File: config.mk
export PLATFORM = sky130hd
export DESIGN_NAME = mem_lane_steer
export DESIGN_NICKNAME = d
export VERILOG_FILES = /design/src/rtl/lsu_pkg.sv /design/src/rtl/lsu_align_check.sv /design/src/rtl/lsu_store_steer.sv /design/src/rtl/lsu_load_extract.sv /design/src/rtl/mem_lane_steer.sv
export SDC_FILE = /design/constraint.sdc
export NUM_CORES = 1
export LEC_CHECK = 0
export BUFFER_PORTS_ARGS = -buffer_cell sky130_fd_sc_hd__buf_2
export CORE_ASPECT_RATIO = 1.2
export CORE_MARGIN = 4
export CORE_UTILIZATION = 37
export DETAILED_ROUTE_END_ITERATION = 6
export PLACE_DENSITY = 0.85
export SETUP_SLACK_MARGIN = 0.3
export SLEW_MARGIN = 20
export SYNTH_ARGS = -nofsm -noshare
export SYNTH_HDL_FRONTEND = slang
export SYNTH_SLANG_ARGS = --single-unit
File: constraint.sdc
create_clock -name clk -period 1.47 [get_ports clk]
set_input_delay 0.294 -clock clk [delete_from_list [all_inputs] [get_ports clk]]
set_output_delay 0.294 -clock clk [all_outputs]
set_load 0.005 [all_outputs]
File: src/rtl/lsu_pkg.sv
package lsu_pkg;
  typedef enum logic [1:0] {
    ACC_BYTE = 2'b00,
    ACC_HALF = 2'b01,
    ACC_WORD = 2'b10,
    ACC_RSVD = 2'b11
  } acc_size_e;
endpackage

File: src/rtl/lsu_align_check.sv
module lsu_align_check
  import lsu_pkg::*;
#(
  parameter int OFF_W = 2
) (
  input  acc_size_e        size,
  input  logic [OFF_W-1:0] off,
  output logic             legal
);
  always_comb begin
    case (size)
      ACC_BYTE: legal = 1'b1;
      ACC_HALF: legal = ~off[0];
      ACC_WORD: legal = (off == '0);
      default:  legal = 1'b0;
    endcase
  end
endmodule

File: src/rtl/lsu_store_steer.sv
module lsu_store_steer
  import lsu_pkg::*;
#(
  parameter int DATA_W = 32,
  localparam int LANES = DATA_W / 8,
  localparam int OFF_W = $clog2(LANES)
) (
  input  acc_size_e         size,
  input  logic [OFF_W-1:0]  off,
  input  logic [DATA_W-1:0] wdata,
  output logic [LANES-1:0]  lane_en,
  output logic [DATA_W-1:0] lane_data
);
  for (genvar i = 0; i < LANES; i++) begin : g_lane
    localparam int HALF_SRC = i % 2;
    always_comb begin
      case (size)
        ACC_BYTE: begin
          lane_en[i]         = (int'(off) == i);
          lane_data[8*i +: 8] = wdata[7:0];
        end
        ACC_HALF: begin
          lane_en[i]         = ((int'(off) >> 1) == (i / 2));
          lane_data[8*i +: 8] = wdata[8*HALF_SRC +: 8];
        end
        ACC_WORD: begin
          lane_en[i]         = 1'b1;
          lane_data[8*i +: 8] = wdata[8*i +: 8];
        end
        default: begin
          lane_en[i]         = 1'b0;
          lane_data[8*i +: 8] = wdata[8*i +: 8];
        end
      endcase
    end
  end
endmodule

File: src/rtl/lsu_load_extract.sv
module lsu_load_extract
  import lsu_pkg::*;
#(
  parameter int DATA_W = 32,
  localparam int LANES = DATA_W / 8,
  localparam int OFF_W = $clog2(LANES)
) (
  input  acc_size_e         size,
  input  logic              sign_ext,
  input  logic [OFF_W-1:0]  off,
  input  logic [DATA_W-1:0] rdata,
  output logic [DATA_W-1:0] result
);
  logic [DATA_W-1:0] shifted;
  logic              fill;

  always_comb begin
    shifted = rdata >> {off, 3'b000};
    fill    = 1'b0;
    case (size)
      ACC_BYTE: begin
        fill   = sign_ext & shifted[7];
        result = {{(DATA_W-8){fill}}, shifted[7:0]};
      end
      ACC_HALF: begin
        fill   = sign_ext & shifted[15];
        result = {{(DATA_W-16){fill}}, shifted[15:0]};
      end
      default: result = rdata;
    endcase
  end
endmodule

File: src/rtl/mem_lane_steer.sv
module mem_lane_steer
  import lsu_pkg::*;
#(
  parameter int ADDR_W = 32,
  parameter int DATA_W = 32,
  localparam int LANES = DATA_W / 8,
  localparam int OFF_W = $clog2(LANES),
  localparam int WADDR_W = ADDR_W - OFF_W
) (
  input  logic               clk,
  input  logic               rst_n,
  input  logic               req_valid,
  input  logic               req_write,
  input  logic [1:0]         req_size,
  input  logic               req_signed,
  input  logic [ADDR_W-1:0]  req_addr,
  input  logic [DATA_W-1:0]  req_wdata,
  input  logic [DATA_W-1:0]  mem_rdata,
  output logic [WADDR_W-1:0] mem_word_addr,
  output logic               mem_we,
  output logic               mem_re,
  output logic [LANES-1:0]   mem_be,
  output logic [DATA_W-1:0]  mem_wdata,
  output logic               ld_valid,
  output logic [DATA_W-1:0]  ld_data,
  output logic               addr_err
);
  acc_size_e         size;
  logic [OFF_W-1:0]  off;
  logic              legal;
  logic [LANES-1:0]  lane_en;
  logic [DATA_W-1:0] lane_data;
  logic [DATA_W-1:0] ext_data;
  logic              ld_accept, st_accept, err_now;
  logic              ld_valid_d, err_d;
  logic [DATA_W-1:0] ld_data_d;
  logic              ld_valid_q, err_q;
  logic [DATA_W-1:0] ld_data_q;

  assign size = acc_size_e'(req_size);
  assign off  = req_addr[OFF_W-1:0];

  lsu_align_check #(.OFF_W(OFF_W)) u_align (
    .size(size), .off(off), .legal(legal)
  );

  lsu_store_steer #(.DATA_W(DATA_W)) u_store (
    .size(size), .off(off), .wdata(req_wdata),
    .lane_en(lane_en), .lane_data(lane_data)
  );

  lsu_load_extract #(.DATA_W(DATA_W)) u_load (
    .size(size), .sign_ext(req_signed), .off(off),
    .rdata(mem_rdata), .result(ext_data)
  );

  always_comb begin
    ld_accept  = req_valid & ~req_write & legal;
    st_accept  = req_valid &  req_write & legal;
    err_now    = req_valid & ~legal;
    ld_valid_d = ld_accept;
    err_d      = err_now;
    ld_data_d  = ext_data;
  end

  always_ff @(posedge clk or negedge rst_n) begin
    if (!rst_n) begin
      ld_valid_q <= 1'b0;
      err_q      <= 1'b0;
    end else begin
      ld_valid_q <= ld_valid_d;
      err_q      <= err_d;
    end
  end

  always_ff @(posedge clk or negedge rst_n) begin
    if (!rst_n)         ld_data_q <= '0;
    else if (ld_accept) ld_data_q <= ld_data_d;
  end

  assign mem_word_addr = req_addr[ADDR_W-1:OFF_W];
  assign mem_we        = st_accept;
  assign mem_re        = ld_accept;
  assign mem_be        = st_accept ? lane_en : '0;
  assign mem_wdata     = lane_data;
  assign ld_valid      = ld_valid_q;
  assign ld_data       = ld_data_q;
  assign addr_err      = err_q;

  assert_store_aligned_R3: assert property (@(posedge clk) disable iff (!rst_n)
    mem_we |-> (req_size != 2'b11) && (req_size == 2'b00 || !req_addr[0]));
  assert_byte_one_lane_R5: assert property (@(posedge clk) disable iff (!rst_n)
    (mem_we && req_size == 2'b00) |-> $countones(mem_be) == 1);
  assert_word_all_lanes_R7: assert property (@(posedge clk) disable iff (!rst_n)
    (mem_we && req_size == 2'b10) |-> &mem_be);
  assert_rsvd_flags_R2: assert property (@(posedge clk) disable iff (!rst_n)
    (req_valid && req_size == 2'b11) |=> addr_err);
  assert_byte_load_strobe_R8: assert property (@(posedge clk) disable iff (!rst_n)
    (req_valid && !req_write && req_size == 2'b00) |=> ld_valid);
  assert_err_excludes_valid_R4: assert property (@(posedge clk) disable iff (!rst_n)
    !(ld_valid && addr_err));
  assert_data_hold_R4: assert property (@(posedge clk) disable iff (!rst_n)
    !mem_re |=> $stable(ld_data));
endmodule

**After elaboration in Yosys (flattened, before gate mapping)**

Cells that the tools add are included.
Widths: inputs -> output; s select.

- Word-level logic and storage cells: 34
- Register bits: 34
- Output and inout bits: 102

- Equal/unequal tests: 5
- Reduce and logical (&&, ||, !) cells: 5
- Muxes and demuxes: 10
- Bitwise logic cells: 10
- Shift operators: 1

Operators by type and width:

| cell | count |
|---|---|
| $pmux 32 s2 | 1 |
| $logic_not 32->1 | 1 |
| $shr 32x5->16 | 1 |
| $mux 8 | 2 |
| $pmux 8 s2 | 1 |
| $pmux 1 s3 | 5 |
| $and 1x1->1 | 7 |
| $eq 2x2->1 const B | 3 |
| $logic_not 2->1 | 3 |
| $eq 2x1->1 const B | 2 |
| $mux 4 | 1 |
| $not 1->1 | 3 |
| $reduce_or 2->1 | 1 |

**Longest topological paths before layout**

- Word-level depth: 4
- Mapped depth: 8

**By module**

A second synthesis with hierarchy kept.

- Cell total of the unflattened synthesis: 285
- Area, all modules: 2901.5 um^2

Modules (own cells, without submodules):

| module | cells an instance | instances | area each (um^2) |
|---|---|---|---|
| mem_lane_steer | 107 | 1 | 1640.3 |
| lsu_load_extract | 112 | 1 | 737.0 |
| lsu_store_steer | 64 | 1 | 510.5 |
| lsu_align_check | 2 | 1 | 13.8 |

**Worst setup path before layout**

OpenSTA, ideal clock, no wires.

- Path kind: input port to output port
- From: input req_size[0]
- To: output mem_re
- Path buffers: 3
- Stages: 6
- Setup slack: -0.088 ns
- Data arrival time: 1.264 ns
- Data required time: 1.176 ns
- Cell sequence: buf_6 > or3_4 > a21bo_1 > buf_6 > clkinv_8 > buf_4

- Longest elaborated chain between the ends: 3
- Elaborated cells between the ends (all ways): 5
- Classes of those cells: 2 x eq/ne; 1 x mux; 1 x bitwise; 1 x reduce/logical

Ends and longest elaborated chain:

| item | line | source |
|---|---|---|
| start: declaration | mem_lane_steer.sv:14 | `input logic [1:0] req_size,` |
| $eq 2x2->1, or another cell as far along | lsu_align_check.sv:11 | `case (size)` |
| $pmux 1 s3 (*) | lsu_align_check.sv:11 |  |
| $and 1x1->1 (*) | mem_lane_steer.sv:58 | `ld_accept = req_valid & ~req_write & legal;` |
| end: declaration | mem_lane_steer.sv:21 | `output logic mem_re,` |

Every way passes the cells marked *; elsewhere a longest branch is shown, timed or not.

**Final worst setup path**

- From: input req_addr[1]
- To: output mem_be[3]

- Longest elaborated chain between the ends: 4
- Elaborated cells between the ends (all ways): 6
- Classes of those cells: 1 x eq/ne; 3 x mux; 1 x bitwise; 1 x reduce/logical

Ends and longest elaborated chain:

| item | line | source |
|---|---|---|
| start: declaration | mem_lane_steer.sv:16 | `input logic [ADDR_W-1:0] req_addr,` |
| $logic_not 2->1 | lsu_align_check.sv:14 | `ACC_WORD: legal = (off == '0);` |
| $pmux 1 s3 | lsu_align_check.sv:11 |  |
| $and 1x1->1 | mem_lane_steer.sv:59 | `st_accept = req_valid & req_write & legal;` |
| $mux 4 (*) | mem_lane_steer.sv:84 | `assign mem_be = st_accept ? lane_en : '0;` |
| end: declaration | mem_lane_steer.sv:22 | `output logic [LANES-1:0] mem_be,` |

Marked as above.

==> Implementation_results.wiki <==
{| class="wikitable"
! Metric !! Value
|-
| Total track usage || 22.87%
|-
| Grt total ovfl || 0
|-
| Netlist area before placement || 2656 µm²
|-
| Critical Path AT || 1260 ps
|-
| Initial cell density of the core || 38.52%
|-
| Num CTS Buffers || 5
|-
| Wire length per cell || 19.78 µm
|-
| Proportion of netlist area held by the largest area contributor || 32.03%
|-
| Minimum clock period after layout || 1554 ps
|-
| Max Clock Skew || 0 ps
|-
| Number of I/O port buffers || 144
|-
| Number of core rows || 33
|-
| Global-route wire length before repair || 15320 µm
|-
| Required @ worst endpoint || 1180 ps
|-
| Power density cells || 797.9 nW/µm²
|-
| Top cells by area in the synthesized netlist || dfrtp_1 32%, buf_4 11%, mux2_2 7.6%
|-
| Leading cell types in the layout, fill and taps excluded || 123 x buf_2, 48 x nand2_1, 34 x dfrtp_1
|-
| Share of cells above drive strength 1 || 60.97%
|-
| Critical Path End || mem_be[3]
|-
| Reg-to-Reg End || ld_data[25]
|-
| IO Count || 205
|-
| Final routed DRC violation total || 0
|-
| Core box area || 6895 µm²
|-
| Setup slack, reg-to-reg || 780 ps
|-
| Number of nets in the layout || 535
|-
| Number of cells on the worst reg-to-reg path || 2
|-
| Peak supply drop || 0.4710 mV
|-
| Crit share post-route || 105.7%
|-
| Synth Register Bits || 34
|-
| Run status || finished with violations
|-
| Largest net degree at the start of global routing || 27
|-
| Max H-tree Level || 2
|-
| Final HPWL DP || 7316 µm
|-
| Leakage power || 0.002066 µW
|-
| Number of vias after detailed routing || 2894
|-
| Final count of negative-setup-slack endpoints || 13
|-
| Violations in the final reports || setup timing
|-
| Class of the most critical setup path || in2out
|-
| Post-route setup slack || -83.66 ps
|-
| Classification of the worst-slack hold path || in2async
|-
| Die outline width || 85.35 µm
|-
| Number of buffers inserted for hold repair after clock tree synthesis || 0
|-
| # Max-Cap Violations || 0
|-
| Cell variety after synth || 36
|-
| Mapped Cells || 298
|-
| Die height || 100.8 µm
|-
| Number of detailed-routing iterations run before antenna repair || 5
|-
| Drt first-iter violations || 130
|-
| Via density per instance || 5.544
|-
| Launch point of the worst path || req_addr[1]
|-
| Max transition margin || 58.97%
|-
| Startpoint kind of the worst setup timing path || input pin
|-
| Synth-to-Final Area Change || 54.59%
|-
| Clock-pin transition on the worst setup and hold timing paths || 70 ps
|-
| Clock network latency to the later pin of the worst-skew pair || 290 ps
|-
| Synthesis Warnings || 0
|-
| Clock tree from TritonCTS || built
|-
| TritonCTS Sinks || 34
|-
| Via count of the first global-routing pass || 2971
|-
| RSZ-0062 raised after global routing || yes
|-
| Critical R2R Launch || ld_data[25]
|-
| Die footprint || 8604 µm²
|-
| Cell at the root of the clock tree || clkbuf_8
|-
| Worst setup slack after placement || -269.0 ps
|-
| Antenna-violating nets left || 0
|-
| Setup TNS || -732.2 ps
|-
| Seq/Total Area, Yosys || 32.03%
|-
| Crit-path max FO || 4
|-
| Critical Path Sink Type || output port
|-
| Total wirelength of the detailed-routed design || 10320 µm
|-
| Gpl congestion || 0.8672
|-
| Number of antenna violations at the first check in global routing || 1
|-
| Max Root-Sink Buffers || 2
|-
| Final hold viol count || 0
|-
| Most frequent standard cell in the layout excluding fill and tap cells || buf_2
|-
| Transition time at the pin with the least slew margin || 615.4 ps
|-
| Net count after synthesis || 401
|-
| Avg Cell Area, Syn || 8.914 µm²
|-
| Cell taking the most area after synthesis || dfrtp_1
|-
| Maximum clock frequency || 643.6 MHz
|-
| Count of pins over their slew limit || 0
|}
per-layer routing:
| metal | vias up | share of wire, % | GRT usage [%] |
|---|---|---|---|
| li1 | 1291 | - | - |
| met5 | - | 0 | 0 |
| met4 | 0 | 3.8 | 9.866 |
| met1 | 1367 | 36 | 26.92 |
| met3 | 41 | 12 | 6.787 |
| met2 | 195 | 48 | 38.52 |
per-stage QoR:
| step | util [%] | total power (µW) | hold slack [ps] | cell area, µm² | std cells |
|---|---|---|---|---|---|
| 2_1_floorplan | - | 1848 | -1.591 | 2759 | 298 |
| 3_3_place_gp | 48.83 | 2284 | 317.7 | 3367 | 500 |
| 3_5_place_dp | 48.83 | 2316 | 331.2 | 3367 | 500 |
| 4_1_cts | 56.98 | 3211 | 24.07 | 3929 | 516 |
| 5_1_grt | 59.48 | 3471 | 45.42 | 4101 | 520 |
| 6_report | 59.55 | 3276 | 11.44 | 4106 | 522 |
power by group:
part           total (µW)  leakage (µW)  internal (µW)  switching [µW]
logic                1320       0.00160            714             611
registers            1240      0.000419           1120             117
clock network         713     0.0000482            378             335
cell usage after synthesis (all sizes together):
master	number
nand2	54
clkbuf	8
nor2	14
mux2	18
inv	3
nor2b	4
a21o	2
a221oi	1
o21bai	1
o2bb2ai	7
a21oi	22
a311oi	6
nand2b	8
buf	52
o31a	1
a22o	1
o21a	2
o211ai	18
a22oi	9
o21ai	15
or3	1
a2111oi	1
mux2i	10
and3	1
dfrtp	34
o31ai	1
clkinv	1
a21bo	1
nand3	2
timing repair:
action / in CTS / in global routing
gates cloned: 4 / 4
pin swaps: 7 / 10
setup buffers: 4 / 0
endpoints found under the setup margin: 62 / 62
endpoints found under the hold margin: 0 / 0
resized for setup: 81 / 22
critical path: stages:
cell,delay [ps]
buf_8,90
or3_4,400
a21o_4,230
a21oi_2,110
buf_2,120
state kept, by name, summed over array words and instances, names as in the netlist:
| signal | count |
|---|---|
| ld_valid | 1 |
| ld_data | 32 |
| addr_err | 1 |
kinds of logic (layout without fill, tap and decap cells):
family	after synthesis	after routing	share of synthesized area, %
compound gates	88	88	26.19
buf+inv	64	199	16.72
flops	34	34	32.03
mux	28	28	11.40
other cells	0	2	0
simple gates	84	84	13.66
layout make-up:
type                            instances  area (µm²)
Antenna cell                            2       5.005
Clock buffer                            7       86.33
Clock inverter                          1       5.005
Fill cell                             566        2789
Inverter                                4       27.53
Multi-Input combinational cell        200        1597
Sequential cell                        34       850.8
Tap cell                               87       108.9
Timing Repair Buffer                  187        1426
worst min-delay path by stage:
| stage | start | end | slack, ps |
|---|---|---|---|
| floorplan | rst_n | addr_err | -2 |
| global placement | rst_n | ld_data[1] | 320 |
| detailed placement | rst_n | ld_data[1] | 330 |
| CTS | rst_n | ld_data[1] | 20 |
| global route | rst_n | ld_data[19] | 50 |
| finish | rst_n | ld_data[1] | 10 |
No activity file was read; power rests on OpenSTA's default activity.
